$ cat src/rtl/trace_pkg.sv
package trace_pkg;
  localparam int EXR_W   = 8;
  localparam int T_POS   = 7;
  localparam int IMASK_W = 3;
  localparam int ICM_W   = 2;
  localparam logic [ICM_W-1:0] ICM_TRACE = 2'd2;
  localparam logic [EXR_W-1:0] EXR_RST   = 8'h07;
endpackage

$ cat src/rtl/trace_exr_reg.sv
module trace_exr_reg
  import trace_pkg::*;
#(
  parameter int W    = EXR_W,
  parameter int TP   = T_POS,
  parameter int IMW  = IMASK_W,
  parameter logic [W-1:0] RST_VAL = EXR_RST
) (
  input  logic         clk,
  input  logic         rst_n,
  input  logic         restore_en,
  input  logic [W-1:0] restore_val,
  input  logic         wr_en,
  input  logic [W-1:0] wr_val,
  input  logic         clr_t,
  output logic [W-1:0] exr_q
);
  logic [W-1:0] exr_d;
  logic         exr_en;

  always_comb begin
    exr_d = exr_q;
    if (restore_en)  exr_d = restore_val;
    else if (wr_en)  exr_d = wr_val;
    else if (clr_t)  exr_d[TP] = 1'b0;
  end

  assign exr_en = restore_en | wr_en | clr_t;

  always_ff @(posedge clk or negedge rst_n) begin
    if (!rst_n)      exr_q <= RST_VAL;
    else if (exr_en) exr_q <= exr_d;
  end

  a_r4_entry_clears_t: assert property (@(posedge clk) disable iff (!rst_n)
    (clr_t && !restore_en && !wr_en) |=> !exr_q[TP]);

  a_r5_mask_kept: assert property (@(posedge clk) disable iff (!rst_n)
    (clr_t && !restore_en && !wr_en) |=> exr_q[IMW-1:0] == $past(exr_q[IMW-1:0]));

  a_r12_restore_wins: assert property (@(posedge clk) disable iff (!rst_n)
    restore_en |=> exr_q == $past(restore_val));
endmodule

$ cat src/rtl/trace_req_ctl.sv
module trace_req_ctl
  import trace_pkg::*;
#(
  parameter int W   = EXR_W,
  parameter int TP  = T_POS,
  parameter int MW  = ICM_W,
  parameter logic [MW-1:0] MODE_ON = ICM_TRACE
) (
  input  logic          clk,
  input  logic          rst_n,
  input  logic          retire,
  input  logic          is_rte,
  input  logic [MW-1:0] icm,
  input  logic [W-1:0]  exr_q,
  input  logic          ack,
  output logic          pend_q,
  output logic          clr_t,
  output logic [W-1:0]  snap_q
);
  logic launch;
  logic pend_d;

  always_comb begin
    launch = retire && exr_q[TP] && (icm == MODE_ON) && !is_rte && !pend_q;
    pend_d = launch | (pend_q & ~ack);
    clr_t  = pend_q & ack;
  end

  always_ff @(posedge clk or negedge rst_n) begin
    if (!rst_n) pend_q <= 1'b0;
    else        pend_q <= pend_d;
  end

  always_ff @(posedge clk or negedge rst_n) begin
    if (!rst_n)      snap_q <= '0;
    else if (launch) snap_q <= exr_q;
  end

  a_r1_request_raised: assert property (@(posedge clk) disable iff (!rst_n)
    (retire && exr_q[TP] && icm == MODE_ON && !is_rte && !pend_q) |=> pend_q);

  a_r2_mode_blocks: assert property (@(posedge clk) disable iff (!rst_n)
    (icm != MODE_ON && !pend_q) |=> !pend_q);

  a_r3_rte_untraced: assert property (@(posedge clk) disable iff (!rst_n)
    (retire && is_rte && !pend_q) |=> !pend_q);

  a_r8_request_held: assert property (@(posedge clk) disable iff (!rst_n)
    (pend_q && !ack) |=> pend_q);

  a_r4_snapshot_has_t: assert property (@(posedge clk) disable iff (!rst_n)
    pend_q |-> snap_q[TP]);
endmodule

$ cat src/rtl/trace_ctrl.sv
module trace_ctrl
  import trace_pkg::*;
#(
  parameter int W  = EXR_W,
  parameter int MW = ICM_W
) (
  input  logic          clk,
  input  logic          rst_n,
  input  logic          retire_i,
  input  logic          retire_rte_i,
  input  logic [MW-1:0] icm_i,
  input  logic          entry_ack_i,
  input  logic          irq_pending_i,
  input  logic          exr_wr_en_i,
  input  logic [W-1:0]  exr_wr_data_i,
  input  logic          restore_en_i,
  input  logic [W-1:0]  restore_data_i,
  output logic          trace_req_o,
  output logic          irq_take_o,
  output logic [W-1:0]  stack_exr_o,
  output logic [W-1:0]  exr_o
);
  logic [W-1:0] exr_q;
  logic         pend_q;
  logic         clr_t;

  trace_exr_reg #(.W(W)) u_exr (
    .clk         (clk),
    .rst_n       (rst_n),
    .restore_en  (restore_en_i),
    .restore_val (restore_data_i),
    .wr_en       (exr_wr_en_i),
    .wr_val      (exr_wr_data_i),
    .clr_t       (clr_t),
    .exr_q       (exr_q)
  );

  trace_req_ctl #(.W(W), .MW(MW)) u_req (
    .clk    (clk),
    .rst_n  (rst_n),
    .retire (retire_i),
    .is_rte (retire_rte_i),
    .icm    (icm_i),
    .exr_q  (exr_q),
    .ack    (entry_ack_i),
    .pend_q (pend_q),
    .clr_t  (clr_t),
    .snap_q (stack_exr_o)
  );

  assign trace_req_o = pend_q;
  assign irq_take_o  = irq_pending_i & ~pend_q;
  assign exr_o       = exr_q;

  a_r9_trace_first: assert property (@(posedge clk) disable iff (!rst_n)
    (trace_req_o && irq_pending_i) |-> !irq_take_o);
endmodule

$ cat config.mk
export PLATFORM = sky130hd
export DESIGN_NAME = trace_ctrl
export DESIGN_NICKNAME = d
export VERILOG_FILES = /design/src/rtl/trace_pkg.sv /design/src/rtl/trace_exr_reg.sv /design/src/rtl/trace_req_ctl.sv /design/src/rtl/trace_ctrl.sv
export SDC_FILE = /design/constraint.sdc
export NUM_CORES = 1
export LEC_CHECK = 0
export BUFFER_PORTS_ARGS = -buffer_cell sky130_fd_sc_hd__buf_2
export CAP_MARGIN = 25
export CORE_UTILIZATION = 40
export CTS_CLUSTER_DIAMETER = 100
export DETAILED_ROUTE_END_ITERATION = 10
export PLACE_DENSITY = 0.75
export SETUP_SLACK_MARGIN = 0.4
export SLEW_MARGIN = 30
export SYNTH_ARGS = -nofsm -noshare
export SYNTH_HDL_FRONTEND = slang
export SYNTH_SLANG_ARGS = --single-unit
$ cat constraint.sdc
create_clock -name clk -period 3.1 [get_ports clk]
set_input_delay 0 -clock clk [delete_from_list [all_inputs] [get_ports clk]]
set_output_delay 0 -clock clk [all_outputs]
set_load 0.05 [all_outputs]
==> results.toml <==
[sta]
fmax_mhz = 906.5
finalSetupTns_ns = 0
tightest_slew_ns = 0.3606
maxSlewViolCount = 0
finalCriticalPeriod_ns = 1.103
fin_crit_sh_pct = 35.59
hold_violations = 0
relSlewSlack_pct = 75.96
setup_viol = 0
finClkSkew_ns = 0.003736
rsz0062_at_grt = "no"

[clock_tree]
cts_tree = "yes"
clkTransAtPathRegs_ns = 0.09
cts_resized = 0
cts_made_buffers = 3
clock-sinks = 17
root_buffer = "clkbuf_4"
cts_buffer_depth = 2
clock_latency_ns = 0.28
ctsHtreeMaxLevel = 1

[floorplanning]
std_cell_rows = 15
start_util_pct = 42.56
ios = 44
dieArea_sq_um = 1992
core-area_sq_um = 1708
fp.dieW_microns = 44.63
die_y_microns = 44.63

[placed_design]
port_buffers = 43
gp_congestion = 0.6558
dp_hpwl_microns = 1060
dp_cells = 123

[critical_path]
path_buf_inv = 1
worst-setup-path-type = "flop to output port"
path_max_fanout = 3
crit_path_cell_trace = "buf_2"
cp.arrival_ns = 1.10
reg2reg_slack_ns = 2.03
slowest_delay_ns = 0.55
end_kind = "output port"
cp_top_family = "flip-flops"
start_kind = "flop"
required_ns = 3.10
crit_path_top_delay_cell = "dfstp_2"

[finish]
drive_gt1_share_pct = 51.79
diodes = 0
final_cells = 137
multi_input_area_sq_um = 285.3
final_common_cell = "buf_2"
final_cell_mix = "43 x buf_2, 14 x dfrtp_1, 10 x dlygate4sd3_1"
syn_to_final_growth_pct = 50.09
num-fill-cells = 149
layout.nets = 139
register_area_sq_um = 429.2

[power_and_ir_drop]
p_leak_uw = 0.0005667
powerDensity_nw_per_um2 = 606.1
vdd.ir_drop.worst_mv = 0.4038

[grt]
grt_pass1_vias = 565
grt_pass1_wl_microns = 2408
antenna_found_initial = 0
grt.overflow.total = 0
grt_max_degree = 18
grt_usage_pct = 17.17

[detailed_routing]
finalWirelength_microns = 1580
postRouteAntennaNets = 0
vias_per_cell = 4.496
wire_per_inst_microns = 11.53
drtPass1Iterations = 4
drc_errors = 0
num_vias = 616
first_iter_violations = 9

[outcome]
run_status = "completed"

[run]
maxCapViolCount = 0

[yosys]
synth_nets = 83
ys_seq_area_share_pct = 59.04
avgSynthCellArea_sq_um = 12.75
synth_cells = 57
yosysWarningCount = 0
synth_cell_types = 14
synth_area_sq_um = 726.9
ys_ff_latch = 17

[min_path]
min_path_type = "input pin to flop"
## power breakdown
| part | switching (uW) | internal, uW |
|---|---|---|
| Clock | 62.8 | 49.9 |
| Sequential | 21.6 | 263 |
| Combinational | 188 | 76.2 |
## worst min-delay path: cells and delay by family
family                 cells  cell delay, ns
AO/OA/AOI/OAI              1            0.08
buffers and inverters      1            0.09
multiplexers               1            0.11
## layer usage
layer | routed length (microns) | GRT usage, % | up-vias
li1 | - | - | 307
met1 | 688 | 21.05 | 280
met2 | 788 | 29.12 | 27
met3 | 89 | 4.898 | 2
met4 | 14 | 5.455 | 0
met5 | 0 | 0 | -
## through the flow
stage               area, sq um  worst slack (ns)  total power (uW)  utilization (%)  hold WS, ns
global placement          964.7             2.072             538.8            56.48     -0.06845
global route               1091             1.960             691.3            63.88      0.01081
floorplan                 726.9             1.722             473.6                -      -0.2956
detailed placement        964.7             2.030             543.2            56.48     -0.06768
finish                     1091             1.997             661.3            63.88     0.006742
CTS                        1091             2.004             666.5            63.88    0.0009222
## cell families (layout without fill, tap and decap cells)
kind of cell	count (synthesis)	after routing	share of synthesized area (%)
flip-flops	17	17	59.04
multiplexers	15	15	21.86
AND/OR/NAND/NOR	12	12	10.16
AO/OA/AOI/OAI	10	10	7.229
buffers and inverters	3	58	1.720
## cell type report
class                   instances  area share [%]
flip-flops and latches         17           39.33
inverters                       1          0.3440
repair buffers                 53           28.90
clock buffers                   4           2.408
multi-input cells              37           26.15
well taps                      25           2.867
## synthesized netlist by cell type
master    number  area, sq um
a21boi_0       1        7.510
o21ai_0        9        45.04
mux2_2         7        78.83
or2b_1         1        7.510
nand3_4        1        17.52
dfstp_2        3        78.83
buf_2          1        5.000
inv_1          1        3.750
and4bb_2       1        12.51
mux2i_1        8        80.08
nand2_1        8        30.03
clkbuf_1       1        3.750
nor2b_1        1        6.260
dfrtp_1       14        350.3
## registers in the layout (all words and copies together) (netlist names)
name	cells
u_exr.exr_q	8
u_req.pend_q	1
u_req.snap_q	8
## path summary, 6_finish.rpt
path	start	end	depth (start not counted)
max reg2reg	u_req.pend_q	u_req.snap_q[2]	3
min reg2reg	u_req.snap_q[7]	u_req.snap_q[7]	1
min in group asynchronous	rst_n	u_exr.exr_q[5]	2
max	u_exr.exr_q[0]	exr_o[0]	1
min	exr_wr_data_i[2]	u_exr.exr_q[2]	3
max in group asynchronous	rst_n	u_exr.exr_q[2]	2
## what timing repair did
action | 4_1_cts | 5_1_grt
buffers inserted | 0 | 0
hold buffers | 10 | 0
hold endpoints to repair | 26 | 0
(Power assumes the default switching activity.)
